<file path="src/rtl/rbs_pkg.sv">
package rbs_pkg;

  typedef enum logic [1:0] {
    MODE_SENSE = 2'b00,
    MODE_SETUP = 2'b01,
    MODE_OPEN  = 2'b10,
    MODE_OFF   = 2'b11
  } mode_e;

  typedef struct packed {
    logic bias;
    logic setup;
    logic grid;
    logic prog;
    logic sense;
  } pulses_t;

  localparam pulses_t PULSES_IDLE = '{bias: 1'b0, setup: 1'b0, grid: 1'b0, prog: 1'b1, sense: 1'b0};

  function automatic logic in_win(int n, int lo, int hi);
    return (n >= lo) && (n <= hi);
  endfunction

  // restart beats count; count stops at sat
  function automatic int next_line(int cur, int sat, logic v_evt, logic h_evt);
    if (v_evt) return 0;
    if (h_evt && cur < sat) return cur + 1;
    return cur;
  endfunction

  function automatic pulses_t line_pulses(int n, mode_e m, int blo, int bhi,
                                          int slo, int shi, int glo);
    pulses_t p;
    p.bias  = in_win(n, blo, bhi);
    p.setup = in_win(n, slo, shi);
    p.grid  = in_win(n, glo, bhi);
    if (m == MODE_SETUP) begin
      p.setup = 1'b1;
      p.grid  = 1'b0;
    end else if (m == MODE_OPEN || m == MODE_OFF) begin
      p.bias  = 1'b0;
      p.setup = 1'b0;
      p.grid  = 1'b0;
    end
    p.prog  = ~p.grid;
    p.sense = p.grid;
    return p;
  endfunction

endpackage

</file>
<file path="src/rtl/rbs_sync_edge.sv">
module rbs_sync_edge #(
  parameter int STAGES = 2
) (
  input  logic clk,
  input  logic rst_n,
  input  logic async_i,
  output logic rise_o
);
  logic [STAGES:0] sh;

  always_ff @(posedge clk or negedge rst_n) begin
    if (!rst_n) sh <= '0;
    else        sh <= {sh[STAGES-1:0], async_i};
  end

  assign rise_o = sh[STAGES-1] & ~sh[STAGES];
endmodule

</file>
<file path="src/rtl/rbs_line_counter.sv">
module rbs_line_counter #(
  parameter int CNT_W = 5,
  parameter int SAT   = 21
) (
  input  logic             clk,
  input  logic             rst_n,
  input  logic             v_evt,
  input  logic             h_evt,
  output logic [CNT_W-1:0] cnt_q,
  output logic [CNT_W-1:0] cnt_d
);
  import rbs_pkg::*;

  assign cnt_d = CNT_W'(next_line(int'(cnt_q), SAT, v_evt, h_evt));

  always_ff @(posedge clk or negedge rst_n) begin
    if (!rst_n) cnt_q <= CNT_W'(SAT);
    else        cnt_q <= cnt_d;
  end
endmodule

</file>
<file path="src/rtl/rbs_pulse_decode.sv">
module rbs_pulse_decode #(
  parameter int CNT_W    = 5,
  parameter int BIAS_LO  = 14,
  parameter int BIAS_HI  = 20,
  parameter int SETUP_LO = 15,
  parameter int SETUP_HI = 17,
  parameter int GRID_LO  = 18
) (
  input  logic             clk,
  input  logic             rst_n,
  input  logic [CNT_W-1:0] line_d,
  input  logic [1:0]       mode_i,
  output rbs_pkg::pulses_t pulses_q
);
  import rbs_pkg::*;

  pulses_t pulses_d;

  always_comb begin
    pulses_d = line_pulses(int'(line_d), mode_e'(mode_i), BIAS_LO, BIAS_HI,
                           SETUP_LO, SETUP_HI, GRID_LO);
  end

  always_ff @(posedge clk or negedge rst_n) begin
    if (!rst_n) pulses_q <= PULSES_IDLE;
    else        pulses_q <= pulses_d;
  end
endmodule

</file>
<file path="src/rtl/retrace_bias_seq.sv">
module retrace_bias_seq #(
  parameter int SYNC_STAGES = 2,
  parameter int IDLE_LINES  = 13,
  parameter int BIAS_LINES  = 7,
  parameter int SETUP_LINES = 3,
  parameter int CNT_W       = 5
) (
  input  logic       clk,
  input  logic       rst_n,
  input  logic       vsync_i,
  input  logic       hsync_i,
  input  logic [1:0] mode_i,
  output logic       bias_o,
  output logic       setup_o,
  output logic       grid_o,
  output logic       prog_o,
  output logic       sense_en_o
);
  import rbs_pkg::*;

  localparam int BIAS_LO  = IDLE_LINES + 1;
  localparam int BIAS_HI  = IDLE_LINES + BIAS_LINES;
  localparam int SETUP_LO = BIAS_LO + 1;
  localparam int SETUP_HI = SETUP_LO + SETUP_LINES - 1;
  localparam int GRID_LO  = SETUP_HI + 1;
  localparam int SAT      = BIAS_HI + 1;

  // named internal events, observed by the bound checker
  logic             v_evt;
  logic             h_evt;
  logic [CNT_W-1:0] line_cnt;
  logic [CNT_W-1:0] line_nxt;
  pulses_t          pulses;

  rbs_sync_edge #(.STAGES(SYNC_STAGES)) u_vsync (
    .clk(clk), .rst_n(rst_n), .async_i(vsync_i), .rise_o(v_evt));

  rbs_sync_edge #(.STAGES(SYNC_STAGES)) u_hsync (
    .clk(clk), .rst_n(rst_n), .async_i(hsync_i), .rise_o(h_evt));

  rbs_line_counter #(.CNT_W(CNT_W), .SAT(SAT)) u_cnt (
    .clk(clk), .rst_n(rst_n), .v_evt(v_evt), .h_evt(h_evt),
    .cnt_q(line_cnt), .cnt_d(line_nxt));

  rbs_pulse_decode #(
    .CNT_W(CNT_W), .BIAS_LO(BIAS_LO), .BIAS_HI(BIAS_HI),
    .SETUP_LO(SETUP_LO), .SETUP_HI(SETUP_HI), .GRID_LO(GRID_LO)
  ) u_dec (
    .clk(clk), .rst_n(rst_n), .line_d(line_nxt), .mode_i(mode_i),
    .pulses_q(pulses));

  assign bias_o     = pulses.bias;
  assign setup_o    = pulses.setup;
  assign grid_o     = pulses.grid;
  assign prog_o     = pulses.prog;
  assign sense_en_o = pulses.sense;
endmodule

</file>
<file path="config.mk">
export PLATFORM = sky130hd
export DESIGN_NAME = retrace_bias_seq
export DESIGN_NICKNAME = d
export VERILOG_FILES = /design/src/rtl/rbs_pkg.sv /design/src/rtl/rbs_sync_edge.sv /design/src/rtl/rbs_line_counter.sv /design/src/rtl/rbs_pulse_decode.sv /design/src/rtl/retrace_bias_seq.sv
export SDC_FILE = /design/constraint.sdc
export NUM_CORES = 1
export LEC_CHECK = 0
export ABC_AREA = 1
export BUFFER_PORTS_ARGS = -buffer_cell sky130_fd_sc_hd__buf_2
export CORE_UTILIZATION = 47
export DETAILED_ROUTE_END_ITERATION = 10
export GPL_ROUTABILITY_DRIVEN = 0
export MAX_ROUTING_LAYER = met4
export PLACE_DENSITY = 0.71
export SLEW_MARGIN = 30
export SYNTH_ARGS = -nofsm -noshare
export SYNTH_HDL_FRONTEND = slang
export SYNTH_SLANG_ARGS = --single-unit
export TNS_END_PERCENT = 10
</file>
<file path="constraint.sdc">
create_clock -name clk -period 1.71 [get_ports clk]
set_input_delay 0.171 -clock clk [delete_from_list [all_inputs] [get_ports clk]]
set_output_delay 0.171 -clock clk [all_outputs]
set_load 0.005 [all_outputs]
</file>
==> impl_results.html, run 1 <==
<table>
<tr><th>Metric</th><th>Value</th></tr>
<tr><th colspan="2">Worst setup path</th></tr>
<tr><td>Chain of cells forming the critical path</td><td>buf_6, nand2_1, nand3_2, nand2_4, nand2_1, nand2_1, nand3_2, inv_4, a21oi_2, nand2_2, nor2_2, nand2_1</td></tr>
<tr><td>Highest-delay cell along the critical path</td><td>sky130_fd_sc_hd__dfstp_2</td></tr>
<tr><td>Bufs and invs on worst path</td><td>2</td></tr>
<tr><td>Critical path class</td><td>reg2reg</td></tr>
<tr><td>CP top delay family</td><td>simple AND/OR/NAND/NOR gates</td></tr>
<tr><td>Slowest stage delay, CP</td><td>570 ps</td></tr>
<tr><td>Critical path fanouts, max</td><td>7</td></tr>
<tr><td>Critical path data required time</td><td>~1900 ps</td></tr>
<tr><td>Most Frequent Cell on Critical Path</td><td>sky130_fd_sc_hd__nand2_1</td></tr>
<tr><td>Element type at the critical path start</td><td>flop</td></tr>
<tr><td>Data arrival time of the critical path</td><td>1870 ps</td></tr>
<tr><td>Category of the worst setup path capture point</td><td>flop</td></tr>
<tr><th colspan="2">Timing</th></tr>
<tr><td>Normalized max-slew margin</td><td>0.789</td></tr>
<tr><td>Final setup margin</td><td>56.7 ps</td></tr>
<tr><td>Final hold vios</td><td>0</td></tr>
<tr><td>Final Setup Violations</td><td>0</td></tr>
<tr><td>Period Utilization, post-route</td><td>0.967</td></tr>
<tr><td>RSZ-0062 raised after global routing</td><td>true</td></tr>
<tr><td>Final slew viol count</td><td>0</td></tr>
<tr><td>Largest clock skew in the final design</td><td>between 7 and 8 ps</td></tr>
<tr><td>Maximum operating frequency</td><td>approximately 0.60 GHz</td></tr>
<tr><td>Tightest Pin Transition</td><td>316 ps</td></tr>
<tr><td>Final Critical Period</td><td>1650 ps</td></tr>
<tr><th colspan="2">Synthesis</th></tr>
<tr><td>Synth cell types</td><td>17</td></tr>
<tr><td>Gate count after technology mapping</td><td>80</td></tr>
<tr><td>Proportion of netlist area held by the largest area contributor</td><td>0.384</td></tr>
<tr><td>Share of the synthesized area in compound gates (AO/OA/AOI/OAI)</td><td>0.0628</td></tr>
<tr><td>Synthesis warning total</td><td>0</td></tr>
<tr><td>Area share of xor/xnor cells in the synthesized design</td><td>0.0122</td></tr>
<tr><td>Synthesized netlist net count</td><td>87</td></tr>
<tr><td>Simple-gate share of the synthesized area</td><td>0.277</td></tr>
<tr><td>Combinational family with the most area after synthesis</td><td>simple AND/OR/NAND/NOR gates</td></tr>
<tr><td>Register bit count reported by yosys</td><td>15</td></tr>
<tr><td>Average size of a mapped cell</td><td>8.96 um2</td></tr>
<tr><td>Multiplexer share of the synthesized area</td><td>0</td></tr>
<tr><td>Dominant cells by area after synthesis</td><td>sky130_fd_sc_hd__dfrtp_1, sky130_fd_sc_hd__dfstp_2, sky130_fd_sc_hd__nand2_1</td></tr>
<tr><td>Netlist area before placement</td><td>717 um2</td></tr>
<tr><td>Share of synthesized cell area in full adder, half adder and majority cells</td><td>0.0175</td></tr>
<tr><td>Sequential element share of the synthesized area</td><td>0.531</td></tr>
<tr><td>Dominant cell type by area after synthesis</td><td>sky130_fd_sc_hd__dfrtp_1</td></tr>
<tr><th colspan="2">Die</th></tr>
<tr><td>Die span in y</td><td>41.1 um</td></tr>
<tr><td>Total Die Area</td><td>1690 um2</td></tr>
<tr><td>FP Rows</td><td>13</td></tr>
<tr><td>Total I/O pin count</td><td>11</td></tr>
<tr><td>Core area</td><td>1370 um2</td></tr>
<tr><td>Starting Density</td><td>0.525</td></tr>
<tr><td>Die width</td><td>41.1 um</td></tr>
<tr><th colspan="2">Placement</th></tr>
<tr><td>DP Wirelength</td><td>979 um</td></tr>
<tr><td>Setup slack at placement</td><td>45.1 ps</td></tr>
<tr><td>Area after DPL</td><td>just under 800 um2</td></tr>
<tr><td>Number of port buffers</td><td>10</td></tr>
<tr><th colspan="2">Detailed routing</th></tr>
<tr><td>Number of DRC markers in iteration 0</td><td>6</td></tr>
<tr><td>Mean number of vias per cell</td><td>roughly 4.9</td></tr>
<tr><td>Total routed wirelength</td><td>1.37 mm</td></tr>
<tr><td>Average wire per standard cell</td><td>12.0 um</td></tr>
<tr><td>First-pass iteration count of the detailed router</td><td>4</td></tr>
<tr><td>Total via count in the routed design</td><td>563</td></tr>
<tr><td>Number of remaining DRC errors</td><td>0</td></tr>
<tr><td>Remaining antenna violation count after routing</td><td>0</td></tr>
<tr><th colspan="2">GRT</th></tr>
<tr><td>M1 GR Usage</td><td>0.192</td></tr>
<tr><td>Most utilized layer in the global route result</td><td>met2</td></tr>
<tr><td>All-layer global routing usage</td><td>0.185</td></tr>
<tr><td>Global routing usage on met2</td><td>0.316</td></tr>
<tr><td>Antenna violations before repair</td><td>0</td></tr>
<tr><td>Number of global-route vias before repair</td><td>490</td></tr>
<tr><td>Largest net degree at the start of global routing</td><td>16</td></tr>
<tr><td>Met3 track utilization from global routing</td><td>0.0163</td></tr>
<tr><td>Global-route wire length before repair</td><td>approximately 1.9 mm</td></tr>
<tr><td>Overflow left after global routing</td><td>0</td></tr>
<tr><th colspan="2">Clock tree</th></tr>
<tr><td>Clock root buffer master</td><td>sky130_fd_sc_hd__clkbuf_4</td></tr>
<tr><td>H-tree levels</td><td>1</td></tr>
<tr><td>Clk slew on worst S/H paths</td><td>80 ps</td></tr>
<tr><td>TritonCTS clock tree</td><td>yes</td></tr>
<tr><td>Worst-Skew Late Latency</td><td>280 ps</td></tr>
<tr><td>Maximum count of clock buffers along a single path</td><td>2</td></tr>
<tr><td>CTS Buf Count</td><td>3</td></tr>
<tr><td>Total clock sinks</td><td>15</td></tr>
<tr><th colspan="2">Power</th></tr>
<tr><td>Leak Pwr</td><td>0.477 nW</td></tr>
<tr><td>PD cells</td><td>793 nW/um2</td></tr>
<tr><td>Worst voltage drop across the vdd grid</td><td>~0.0006 V</td></tr>
<tr><th colspan="2">Layout</th></tr>
<tr><td>Commonest non-fill, non-tap cells in the layout</td><td>sky130_fd_sc_hd__nand2_1, sky130_fd_sc_hd__inv_1, sky130_fd_sc_hd__dfrtp_1, sky130_fd_sc_hd__buf_2, sky130_fd_sc_hd__nand3_1</td></tr>
<tr><td>Post-layout instance area</td><td>913 um2</td></tr>
<tr><td>Layout cell share with drive strength beyond 1</td><td>0.444</td></tr>
<tr><td>Commonest non-fill, non-tap cell in the layout</td><td>sky130_fd_sc_hd__nand2_1</td></tr>
<tr><td>Nets</td><td>107</td></tr>
<tr><td>Layout-stage area growth over the synthesis result</td><td>27.4%</td></tr>
<tr><td>Number of antenna diodes</td><td>0</td></tr>
<tr><th colspan="2">Run</th></tr>
<tr><td>Number of maximum-capacitance constraint violations</td><td>0</td></tr>
<tr><th colspan="2">Hold path</th></tr>
<tr><td>Worst min-delay path class</td><td>in2reg</td></tr>
<tr><th colspan="2">Outcome</th></tr>
<tr><td>Run status</td><td>finished, final reports clean</td></tr>
</table>
[sequential cells by signal, indices dropped and copies added (netlist names)]
register and flops:
u_dec.pulses_q 4, u_vsync.sh 3, u_cnt.cnt_q 5, u_hsync.sh 3
[kinds of logic after synthesis]
logic type,Yosys count
AO/OA/AOI/OAI,4
XOR/XNOR,1
adder cells (fa/ha/maj),1
buffers and inverters,18
flip-flops,15
AND/OR/NAND/NOR,41
[power by group]
| part | total [W] | switching, W | internal, W |
|---|---|---|---|
| logic | 0.000127 | 0.0000754 | 0.0000518 |
| registers | 0.000399 | 0.0000195 | 0.000380 |
| clock network | 0.000198 | 0.000112 | 0.0000868 |
| total | 0.000725 | 0.000207 | 0.000518 |
[path summary, 6_finish.rpt]
path / from / end / slack [ps] / cells after the start
max: u_cnt.cnt_q[0] / u_dec.pulses_q[1] / 60 / 12
min: mode_i[0] / u_dec.pulses_q[1] / 110 / 3
max reg2reg: u_cnt.cnt_q[0] / u_dec.pulses_q[1] / 60 / 12
min reg2reg: u_hsync.sh[0] / u_hsync.sh[1] / 370 / 0
max in group asynchronous: rst_n / u_cnt.cnt_q[0] / 1080 / 2
min in group asynchronous: rst_n / u_vsync.sh[0] / 340 / 2
[repair_timing]
action                     in CTS  in global routing
hold endpoints to repair       13                  0
setup endpoints to repair       0                  4
gates resized for setup         0                 15
hold buffers                    3                  0
buffers inserted                0                  1
[layer usage]
metal / vias up / wire length, um / part of all wire
li1: 282 / - / -
met1: 267 / 592 / 0.43
met3: 2 / 43 / 0.031
met4: 0 / 12 / 0.0088
met2: 12 / 721 / 0.53
met5: - / 0 / 0
[layout make-up]
cell class              instances  area [um2]
multi-input cells              47         314
clock buffers                   3        22.5
clock inverters                 1        5.00
repair buffers                 16         106
inverters                      17        66.3
well taps                      15        18.8
flip-flops and latches         15         380
fillers                       121         453
[stage by stage]
step | util | hold WS (ps) | setup TNS, ps | cells | total power (W)
floorplan | - | -125 | 0 | 80 | 0.000468
global placement | 0.581 | 79.5 | 0 | 106 | 0.000502
detailed placement | 0.581 | 84.0 | 0 | 106 | 0.000508
CTS | 0.623 | 98.7 | 0 | 113 | 0.000710
global route | 0.668 | 101 | -116 | 114 | 0.000758
finish | 0.668 | 106 | 0 | 114 | 0.000725
[synth_stat cells]
library cell,n
sky130_fd_sc_hd__inv_2,3
sky130_fd_sc_hd__a21oi_1,2
sky130_fd_sc_hd__nand3_1,10
sky130_fd_sc_hd__nand3_2,3
sky130_fd_sc_hd__xnor2_1,1
sky130_fd_sc_hd__buf_4,1
sky130_fd_sc_hd__nor2_2,1
sky130_fd_sc_hd__inv_1,14
sky130_fd_sc_hd__nand2_2,2
sky130_fd_sc_hd__a21oi_4,1
sky130_fd_sc_hd__nor2_1,5
sky130_fd_sc_hd__dfrtp_1,11
sky130_fd_sc_hd__nand2_1,19
sky130_fd_sc_hd__nor3_2,1
sky130_fd_sc_hd__ha_1,1
sky130_fd_sc_hd__o21bai_4,1
sky130_fd_sc_hd__dfstp_2,4
[worst reg2reg max path, cell delays in order, from the launching register on]
cell and delay, ps:
sky130_fd_sc_hd__dfstp_2 570, sky130_fd_sc_hd__buf_6 110, sky130_fd_sc_hd__nand2_1 60, sky130_fd_sc_hd__nand3_2 90, sky130_fd_sc_hd__nand2_4 80, sky130_fd_sc_hd__nand2_1 70, sky130_fd_sc_hd__nand2_1 60, sky130_fd_sc_hd__nand3_2 90
sky130_fd_sc_hd__inv_4 60, sky130_fd_sc_hd__a21oi_2 150, sky130_fd_sc_hd__nand2_2 100, sky130_fd_sc_hd__nor2_2 100, sky130_fd_sc_hd__nand2_1 60
Power figures use the tool's default switching activity.
==> run 2: changes to the inputs <==
--- a/config.mk
+++ b/config.mk
@@ -7,11 +7,12 @@
 export LEC_CHECK = 0
 export ABC_AREA = 1
 export BUFFER_PORTS_ARGS = -buffer_cell sky130_fd_sc_hd__buf_2
-export CORE_UTILIZATION = 47
+export CORE_UTILIZATION = 51
+export CTS_BUF_LIST = sky130_fd_sc_hd__clkbuf_8
 export DETAILED_ROUTE_END_ITERATION = 10
 export GPL_ROUTABILITY_DRIVEN = 0
 export MAX_ROUTING_LAYER = met4
-export PLACE_DENSITY = 0.71
+export PLACE_DENSITY = 0.76
 export SLEW_MARGIN = 30
 export SYNTH_ARGS = -nofsm -noshare
 export SYNTH_HDL_FRONTEND = slang
==> run 2 against run 1 <==
Via count is 5.5% lower. Non-clock buffer count is 3 lower. Power is 11% higher. Combinational power is 6% lower. Flip-flop and latch count stayed put. Cell count is 2.6% lower. Final area is 1.8% lower. Critical path type unchanged. Critical endpoint is now u_dec.pulses_q[3]. Core utilization is 2.1 points higher.
==> impl_results.html, run 2 (synthesis results as in run 1) <==
<table>
<tr><th>Metric</th><th>Value</th></tr>
<tr><th colspan="2">Detailed routing</th></tr>
<tr><td>Average wire per standard cell</td><td>10.9 um</td></tr>
<tr><td>Total via count in the routed design</td><td>between 500 and 600</td></tr>
<tr><td>Met3 wire length</td><td>36 um</td></tr>
<tr><td>Wire length on met1</td><td>just over 500 um</td></tr>
<tr><td>Detailed route wirelength on metal2</td><td>628 um</td></tr>
<tr><td>Remaining antenna violation count after routing</td><td>0</td></tr>
<tr><td>First-pass iteration count of the detailed router</td><td>2</td></tr>
<tr><td>Mean number of vias per cell</td><td>4.79</td></tr>
<tr><td>Number of remaining DRC errors</td><td>0</td></tr>
<tr><td>Top metal layer carrying routed signals</td><td>met4</td></tr>
<tr><td>Number of DRC markers in iteration 0</td><td>5</td></tr>
<tr><td>Total routed wirelength</td><td>1.21 mm</td></tr>
<tr><th colspan="2">Timing</th></tr>
<tr><td>Period Utilization, post-route</td><td>0.950</td></tr>
<tr><td>Final hold vios</td><td>0</td></tr>
<tr><td>Accumulated negative setup slack</td><td>0 ps</td></tr>
<tr><td>Final Setup Violations</td><td>0</td></tr>
<tr><td>Maximum operating frequency</td><td>0.616 GHz</td></tr>
<tr><td>Tightest Pin Transition</td><td>just over 300 ps</td></tr>
<tr><td>Normalized max-slew margin</td><td>0.795</td></tr>
<tr><td>Final Critical Period</td><td>around 1600 ps</td></tr>
<tr><td>RSZ-0062 raised after global routing</td><td>true</td></tr>
<tr><td>Final slew viol count</td><td>0</td></tr>
<tr><td>Largest clock skew in the final design</td><td>about 3.3 ps</td></tr>
<tr><th colspan="2">Clock tree</th></tr>
<tr><td>Setup bufs post-CTS</td><td>0</td></tr>
<tr><td>TritonCTS clock tree</td><td>yes</td></tr>
<tr><td>Clk slew on worst S/H paths</td><td>60 ps</td></tr>
<tr><td>Total clock sinks</td><td>15</td></tr>
<tr><td>CTS Buf Count</td><td>3</td></tr>
<tr><td>H-tree levels</td><td>1</td></tr>
<tr><td>Clock root buffer master</td><td>sky130_fd_sc_hd__clkbuf_8</td></tr>
<tr><td>Worst-Skew Late Latency</td><td>~250 ps</td></tr>
<tr><td>Maximum count of clock buffers along a single path</td><td>2</td></tr>
<tr><th colspan="2">Die</th></tr>
<tr><td>Starting Density</td><td>0.551</td></tr>
<tr><td>Core area</td><td>1300 um2</td></tr>
<tr><td>Die span in y</td><td>39.5 um</td></tr>
<tr><td>Total I/O pin count</td><td>11</td></tr>
<tr><td>Total Die Area</td><td>1560 um2</td></tr>
<tr><td>Die width</td><td>about 39 um</td></tr>
<tr><td>FP Rows</td><td>13</td></tr>
<tr><th colspan="2">Worst setup path</th></tr>
<tr><td>Critical path data required time</td><td>1850 ps</td></tr>
<tr><td>CP top delay family</td><td>flip-flops</td></tr>
<tr><td>Chain of cells forming the critical path</td><td>ha_4, nand2_2, nor3_2, nand2_1, a21oi_4, inv_2, o21bai_4, nand3_1, nand2_1</td></tr>
<tr><td>Element type at the critical path start</td><td>flop</td></tr>
<tr><td>Highest-delay cell along the critical path</td><td>sky130_fd_sc_hd__dfstp_2</td></tr>
<tr><td>Bufs and invs on worst path</td><td>1</td></tr>
<tr><td>Slowest stage delay, CP</td><td>about 560 ps</td></tr>
<tr><td>Most Frequent Cell on Critical Path</td><td>sky130_fd_sc_hd__nand2_1</td></tr>
<tr><td>Critical path fanouts, max</td><td>4</td></tr>
<tr><td>Category of the worst setup path capture point</td><td>flop</td></tr>
<tr><td>Data arrival time of the critical path</td><td>1760 ps</td></tr>
<tr><td>Critical path class</td><td>reg2reg</td></tr>
<tr><th colspan="2">Layout</th></tr>
<tr><td>Commonest non-fill, non-tap cells in the layout</td><td>sky130_fd_sc_hd__nand2_1, sky130_fd_sc_hd__inv_1, sky130_fd_sc_hd__dfrtp_1, sky130_fd_sc_hd__buf_2, sky130_fd_sc_hd__nand3_1</td></tr>
<tr><td>Number of antenna diodes</td><td>0</td></tr>
<tr><td>Number of flip-flops under the largest register name</td><td>5</td></tr>
<tr><td>Top flop regs</td><td>u_cnt.cnt_q: 5 flops, u_dec.pulses_q: 4 flops</td></tr>
<tr><td>Layout cell share with drive strength beyond 1</td><td>0.427</td></tr>
<tr><td>Biggest register</td><td>u_cnt.cnt_q</td></tr>
<tr><td>Commonest non-fill, non-tap cell in the layout</td><td>sky130_fd_sc_hd__nand2_1</td></tr>
<tr><td>Finished Core Util</td><td>0.689</td></tr>
<tr><td>Total of fill cells in the finished design</td><td>102</td></tr>
<tr><td>Layout-stage area growth over the synthesis result</td><td>25.1%</td></tr>
<tr><td>Nets</td><td>104</td></tr>
<tr><th colspan="2">Run</th></tr>
<tr><td>Number of maximum-capacitance constraint violations</td><td>0</td></tr>
<tr><th colspan="2">Power</th></tr>
<tr><td>PD cells</td><td>between 800 and 900 nW/um2</td></tr>
<tr><td>PnR Total Power</td><td>0.000806 W</td></tr>
<tr><td>Leak Pwr</td><td>0.468 nW</td></tr>
<tr><td>Worst voltage drop across the vdd grid</td><td>0.000828 V</td></tr>
<tr><th colspan="2">Placement</th></tr>
<tr><td>Number of port buffers</td><td>10</td></tr>
<tr><td>DP Wirelength</td><td>around 860 um</td></tr>
<tr><th colspan="2">GRT</th></tr>
<tr><td>Antenna violations before repair</td><td>0</td></tr>
<tr><td>Largest net degree at the start of global routing</td><td>16</td></tr>
<tr><td>Overflow left after global routing</td><td>0</td></tr>
<tr><td>Number of global-route vias before repair</td><td>around 500</td></tr>
<tr><td>Global-route wire length before repair</td><td>1.92 mm</td></tr>
<tr><td>All-layer global routing usage</td><td>0.202</td></tr>
<tr><th colspan="2">Hold path</th></tr>
<tr><td>Worst min-delay path class</td><td>in2reg</td></tr>
<tr><th colspan="2">Outcome</th></tr>
<tr><td>Run status</td><td>finished, final reports clean</td></tr>
</table>
-- run 2: changes by cell type in the layout (fill, tap and decap cells not counted), sizes merged --
cell and delta:
clkinv -1, buf -1, clkinvlp +1, dlygate4sd3 -2
-- run 2: cell type report --
| cell class | count | area, um2 | area share |
|---|---|---|---|
| clock buffer | 3 | 41.3 | 0.0460 |
| inverter | 17 | 63.8 | 0.0711 |
| multi-input combinational | 47 | 307 | 0.342 |
| tap | 15 | 18.8 | 0.0209 |
| sequential | 15 | 380 | 0.424 |
| clock inverter | 1 | 7.51 | 0.00837 |
| timing repair buffer | 13 | 78.8 | 0.0879 |
-- run 2: power by group --
part	total, W	internal (W)	switching [W]
Combinational	0.000120	0.0000472	0.0000725
Clock	0.000287	0.000164	0.000123
Sequential	0.000399	0.000380	0.0000193
-- run 2: final timing paths --
kind	to	slack, ps	start	cells past startpoint
hold reg to reg	u_hsync.sh[1]	350	u_hsync.sh[0]	0
max in group asynchronous	u_cnt.cnt_q[2]	1090	rst_n	2
setup reg to reg	u_dec.pulses_q[3]	90	u_cnt.cnt_q[0]	9
hold / removal	u_vsync.sh[0]	20	vsync_i	1
setup / recovery	u_dec.pulses_q[3]	90	u_cnt.cnt_q[0]	9
min in group asynchronous	u_hsync.sh[0]	330	rst_n	2
-- run 2: per-layer routing --
layer,track usage,vias to the layer above
met5,-,-
met4,0.172,0
met3,0.0568,5
met2,0.299,12
met1,0.222,238
li1,-,277
-- run 2: what timing repair did --
action / in CTS / in global routing
resized for setup: 0 / 12
endpoints found under the hold margin: 11 / 0
hold buffers: 1 / 0
endpoints found under the setup margin: 0 / 4
-- run 2: worst reg2reg max path: cells and delay by family (launching register included) --
family	cells	cell delay (ps)
AO/OA/AOI/OAI	2	390
adder cells (fa/ha/maj)	1	150
buffers and inverters	1	50
AND/OR/NAND/NOR	5	370
flip-flops	1	560
-- run 2: through the flow --
step	hold slack [ps]	cells	instance area [um2]	setup WS [ps]
after detailed placement	81.6	106	793	49.4
after CTS	19.7	111	852	42.0
final	24.7	111	897	85.8
after floorplan	-125	80	717	101
after global routing	12.0	111	897	-12.9
after global placement	74.5	106	793	45.9
==> run 3: changes to the inputs <==
--- a/config.mk
+++ b/config.mk
@@ -7,14 +7,17 @@
 export LEC_CHECK = 0
 export ABC_AREA = 1
 export BUFFER_PORTS_ARGS = -buffer_cell sky130_fd_sc_hd__buf_2
-export CORE_UTILIZATION = 51
+export CORE_MARGIN = 2
+export CORE_UTILIZATION = 50
 export CTS_BUF_LIST = sky130_fd_sc_hd__clkbuf_8
+export CTS_CLUSTER_SIZE = 14
 export DETAILED_ROUTE_END_ITERATION = 10
 export GPL_ROUTABILITY_DRIVEN = 0
 export MAX_ROUTING_LAYER = met4
-export PLACE_DENSITY = 0.76
+export PLACE_DENSITY = 0.75
 export SLEW_MARGIN = 30
 export SYNTH_ARGS = -nofsm -noshare
 export SYNTH_HDL_FRONTEND = slang
+export SYNTH_HIERARCHICAL = 1
 export SYNTH_SLANG_ARGS = --single-unit
 export TNS_END_PERCENT = 10
==> run 3 against run 2 <==
First-iteration DRC count grew to 2.6 times the previous value. Final area is 5.9% lower. Power is 7.0% lower. Sequential share of layout area is 2.6 points higher. Critical path depth is 2 higher. Register-to-register slack worse by 80 ps. Count of clock-buffer cells in the layout stayed put. Worst setup slack worse by 77 ps. Combinational power is 21% lower. Die area is 4.4% higher. Critical path type unchanged.
==> impl_results.html, run 3 <==
<table>
<tr><th>Metric</th><th>Value</th></tr>
<tr><th colspan="2">Synthesis</th></tr>
<tr><td>Dominant cells by area after synthesis</td><td>sky130_fd_sc_hd__dfrtp_1, sky130_fd_sc_hd__dfstp_2, sky130_fd_sc_hd__nand2_1</td></tr>
<tr><td>Most used flip-flop cell after synthesis</td><td>sky130_fd_sc_hd__dfrtp_1</td></tr>
<tr><td>Gate count after technology mapping</td><td>74</td></tr>
<tr><td>Proportion of netlist area held by the largest area contributor</td><td>0.417</td></tr>
<tr><td>Synthesized netlist net count</td><td>81</td></tr>
<tr><td>Netlist area before placement</td><td>661 um2</td></tr>
<tr><td>Synth cell types</td><td>16</td></tr>
<tr><td>Count of flip-flops with a built-in enable after synthesis</td><td>0</td></tr>
<tr><td>Proportion of register bits with asynchronous set or reset after synthesis</td><td>1.00</td></tr>
<tr><td>Average size of a mapped cell</td><td>8.93 um2</td></tr>
<tr><td>Ranking of synthesized cells by instance count</td><td>sky130_fd_sc_hd__nand2_1, sky130_fd_sc_hd__dfrtp_1, sky130_fd_sc_hd__inv_1</td></tr>
<tr><td>Synthesis warning total</td><td>6</td></tr>
<tr><td>Cell with the most instances after synthesis</td><td>sky130_fd_sc_hd__nand2_1</td></tr>
<tr><td>Register bit count reported by yosys</td><td>15</td></tr>
<tr><td>Sequential element share of the synthesized area</td><td>0.576</td></tr>
<tr><td>Dominant cell type by area after synthesis</td><td>sky130_fd_sc_hd__dfrtp_1</td></tr>
<tr><th colspan="2">Placement</th></tr>
<tr><td>DP Wirelength</td><td>841 um</td></tr>
<tr><td>Number of port buffers</td><td>10</td></tr>
<tr><th colspan="2">Timing</th></tr>
<tr><td>RSZ-0062 raised after global routing</td><td>true</td></tr>
<tr><td>Final hold vios</td><td>0</td></tr>
<tr><td>Normalized max-slew margin</td><td>0.797</td></tr>
<tr><td>Largest clock skew in the final design</td><td>0.763 ps</td></tr>
<tr><td>Accumulated negative setup slack</td><td>0 ps</td></tr>
<tr><td>Tightest Pin Transition</td><td>a little over 300 ps</td></tr>
<tr><td>Final Critical Period</td><td>roughly 1700 ps</td></tr>
<tr><td>Period Utilization, post-route</td><td>0.995</td></tr>
<tr><td>Maximum operating frequency</td><td>0.588 GHz</td></tr>
<tr><td>Final Setup Violations</td><td>0</td></tr>
<tr><td>Final slew viol count</td><td>0</td></tr>
<tr><th colspan="2">Layout</th></tr>
<tr><td>Number of flip-flops under the largest register name</td><td>5</td></tr>
<tr><td>Total of fill cells in the finished design</td><td>101</td></tr>
<tr><td>Commonest non-fill, non-tap cell in the layout</td><td>sky130_fd_sc_hd__nand2_1</td></tr>
<tr><td>Layout-stage area growth over the synthesis result</td><td>27.8%</td></tr>
<tr><td>Commonest non-fill, non-tap cells in the layout</td><td>sky130_fd_sc_hd__nand2_1, sky130_fd_sc_hd__dfrtp_1, sky130_fd_sc_hd__inv_1, sky130_fd_sc_hd__buf_2, sky130_fd_sc_hd__nor2_1</td></tr>
<tr><td>Top flop regs</td><td>u_cnt/cnt_q: 5 flops, u_dec/pulses_q: 4 flops</td></tr>
<tr><td>Layout cell share with drive strength beyond 1</td><td>0.398</td></tr>
<tr><td>Biggest register</td><td>u_cnt/cnt_q</td></tr>
<tr><td>Number of antenna diodes</td><td>0</td></tr>
<tr><td>Nets</td><td>~100</td></tr>
<tr><th colspan="2">Power</th></tr>
<tr><td>Sequential fraction of design power</td><td>0.521</td></tr>
<tr><td>Share of total power in the clock network</td><td>0.352</td></tr>
<tr><td>Worst voltage drop across the vdd grid</td><td>between 0.0006 and 0.0007 V</td></tr>
<tr><td>Part of the total power dissipated in combinational logic</td><td>0.127</td></tr>
<tr><td>Switching pwr</td><td>around 0.00017 W</td></tr>
<tr><td>Switching Fraction</td><td>0.232</td></tr>
<tr><td>PD cells</td><td>887 nW/um2</td></tr>
<tr><td>Leak Pwr</td><td>0.420 nW</td></tr>
<tr><td>PnR Total Power</td><td>0.000749 W</td></tr>
<tr><td>Cell internal power dissipation</td><td>around 0.00058 W</td></tr>
<tr><th colspan="2">GRT</th></tr>
<tr><td>Most utilized layer in the global route result</td><td>met2</td></tr>
<tr><td>Antenna violations before repair</td><td>0</td></tr>
<tr><td>Overflow left after global routing</td><td>0</td></tr>
<tr><td>Number of global-route vias before repair</td><td>between 400 and 500</td></tr>
<tr><td>Met3 track utilization from global routing</td><td>0</td></tr>
<tr><td>M1 GR Usage</td><td>0.220</td></tr>
<tr><td>All-layer global routing usage</td><td>0.187</td></tr>
<tr><td>Global-route wire length before repair</td><td>~1.9 mm</td></tr>
<tr><td>Global routing usage on met2</td><td>0.325</td></tr>
<tr><td>Largest net degree at the start of global routing</td><td>16</td></tr>
<tr><th colspan="2">Detailed routing</th></tr>
<tr><td>Mean number of vias per cell</td><td>4.91</td></tr>
<tr><td>Number of remaining DRC errors</td><td>0</td></tr>
<tr><td>Total routed wirelength</td><td>1.26 mm</td></tr>
<tr><td>Number of DRC markers in iteration 0</td><td>13</td></tr>
<tr><td>Remaining antenna violation count after routing</td><td>0</td></tr>
<tr><td>Total via count in the routed design</td><td>530</td></tr>
<tr><td>First-pass iteration count of the detailed router</td><td>4</td></tr>
<tr><td>Average wire per standard cell</td><td>between 10 and 15 um</td></tr>
<tr><th colspan="2">Clock tree</th></tr>
<tr><td>Clk slew on worst S/H paths</td><td>50 ps</td></tr>
<tr><td>Clock root buffer master</td><td>sky130_fd_sc_hd__clkbuf_8</td></tr>
<tr><td>TritonCTS clock tree</td><td>yes</td></tr>
<tr><td>Maximum count of clock buffers along a single path</td><td>2</td></tr>
<tr><td>Worst-Skew Late Latency</td><td>240 ps</td></tr>
<tr><td>CTS Buf Count</td><td>3</td></tr>
<tr><td>Total clock sinks</td><td>15</td></tr>
<tr><td>H-tree levels</td><td>1</td></tr>
<tr><th colspan="2">Die</th></tr>
<tr><td>Die width</td><td>40.4 um</td></tr>
<tr><td>Total I/O pin count</td><td>11</td></tr>
<tr><td>Total Die Area</td><td>1630 um2</td></tr>
<tr><td>Starting Density</td><td>0.521</td></tr>
<tr><td>FP Rows</td><td>13</td></tr>
<tr><td>Die span in y</td><td>40.4 um</td></tr>
<tr><td>Core area</td><td>1270 um2</td></tr>
<tr><th colspan="2">Worst setup path</th></tr>
<tr><td>Element type at the critical path start</td><td>flop</td></tr>
<tr><td>Highest-delay cell along the critical path</td><td>sky130_fd_sc_hd__dfstp_2</td></tr>
<tr><td>Flop2flop setup slack</td><td>between 9 and 10 ps</td></tr>
<tr><td>Bufs and invs on worst path</td><td>1</td></tr>
<tr><td>Reg2reg path depth</td><td>11</td></tr>
<tr><td>R2r endpoint</td><td>u_dec/pulses_q[3]</td></tr>
<tr><td>Data arrival time of the critical path</td><td>1880 ps</td></tr>
<tr><td>CP top delay family</td><td>simple AND/OR/NAND/NOR gates</td></tr>
<tr><td>Worst r2r src</td><td>u_cnt/cnt_q[0]</td></tr>
<tr><td>Chain of cells forming the critical path</td><td>buf_4, nand2_1, nor2_1, a21oi_1, nor2_2, nand2_1, nor2_1, nand2_1, nand2_1, nand2_1, nand2_1</td></tr>
<tr><td>Critical path data required time</td><td>between 1500 and 2000 ps</td></tr>
<tr><td>Critical path endpoint</td><td>u_dec/pulses_q[3]</td></tr>
<tr><td>Start point of the critical path</td><td>u_cnt/cnt_q[0]</td></tr>
<tr><td>Category of the worst setup path capture point</td><td>flop</td></tr>
<tr><td>Depth of the critical timing path with buffers and inverters included</td><td>11</td></tr>
<tr><td>Critical path fanouts, max</td><td>4</td></tr>
<tr><td>Most Frequent Cell on Critical Path</td><td>sky130_fd_sc_hd__nand2_1</td></tr>
<tr><td>Critical path class</td><td>reg2reg</td></tr>
<tr><td>Slowest stage delay, CP</td><td>570 ps</td></tr>
<tr><th colspan="2">Hold path</th></tr>
<tr><td>Worst min-delay path class</td><td>in2reg</td></tr>
<tr><td>Source of the worst hold timing path</td><td>vsync_i</td></tr>
<tr><th colspan="2">Run</th></tr>
<tr><td>Number of maximum-capacitance constraint violations</td><td>0</td></tr>
<tr><th colspan="2">Outcome</th></tr>
<tr><td>Run status</td><td>finished, final reports clean</td></tr>
</table>
run 3: cell types whose count changed after synthesis, sizes merged, moves of 2 or more:
cell | previous run | this run
inv | 17 | 11
nand3 | 13 | 7
nor2 | 6 | 12
a21oi | 3 | 5
nand2 | 21 | 19
run 3: cell type report:
type	instances	area, um2	share of cell area
flip-flops and latches	15	380	0.450
clock buffers	3	41.3	0.0489
clock inverters	1	3.75	0.00444
repair buffers	16	97.6	0.116
well taps	15	18.8	0.0222
multi-input cells	47	262	0.310
inverters	11	41.3	0.0489
run 3: metal layers:
layer / part of all wire / vias up
li1: - / 266
met1: 0.41 / 246
met2: 0.56 / 18
met3: 0.029 / 0
met4: 0 / 0
met5: 0 / -
run 3: what timing repair did:
item                                    4_1_cts  5_1_grt
pin swaps                                     1        5
buffers inserted                              0        2
hold endpoints to repair                     11        0
endpoints found under the setup margin        4        4
hold buffers                                  1        0
resized for setup                             1        7
run 3: logic make-up after synthesis:
group | synth area share
and+or+nand+nor | 0.259
DFF | 0.576
buffers and inverters | 0.0739
AOI/OAI and AO/OA | 0.0587
xor gates and xnor gates | 0.0133
adders and majority gates | 0.0189
run 3: per-stage QoR:
| step | cells | setup slack (ps) | utilization | hold slack [ps] | cell area [um2] |
|---|---|---|---|---|---|
| after detailed placement | 101 | -50.7 | 0.587 | 80.0 | 744 |
| after floorplan | 74 | 106 | - | -125 | 661 |
| final | 108 | 9.20 | 0.666 | 36.0 | 845 |
| after global placement | 101 | -22.7 | 0.587 | 74.0 | 744 |
| after CTS | 106 | 2.72 | 0.633 | 32.8 | 803 |
| after global routing | 108 | -84.5 | 0.666 | 29.6 | 845 |
run 3: worst min-delay path by stage:
stage / slack [ps] / endpoint / cells after the start
after floorplan: -120 / u_cnt/cnt_q[1] / 0
after global placement: 70 / u_hsync/sh[0] / 1
after detailed placement: 80 / u_hsync/sh[1] / 1
after CTS: 30 / u_vsync/sh[0] / 1
after global routing: 30 / u_hsync/sh[0] / 1
final: 40 / u_vsync/sh[0] / 1
run 3: power groups by stage:
stage / sequential, W / clock [W] / combinational (W)
floorplan: 0.000392 / 0 / 0.0000452
global placement: 0.000393 / 0 / 0.0000720
detailed placement: 0.000394 / 0 / 0.0000759
CTS: 0.000389 / 0.000268 / 0.0000797
global route: 0.000392 / 0.000285 / 0.000107
finish: 0.000391 / 0.000264 / 0.0000951
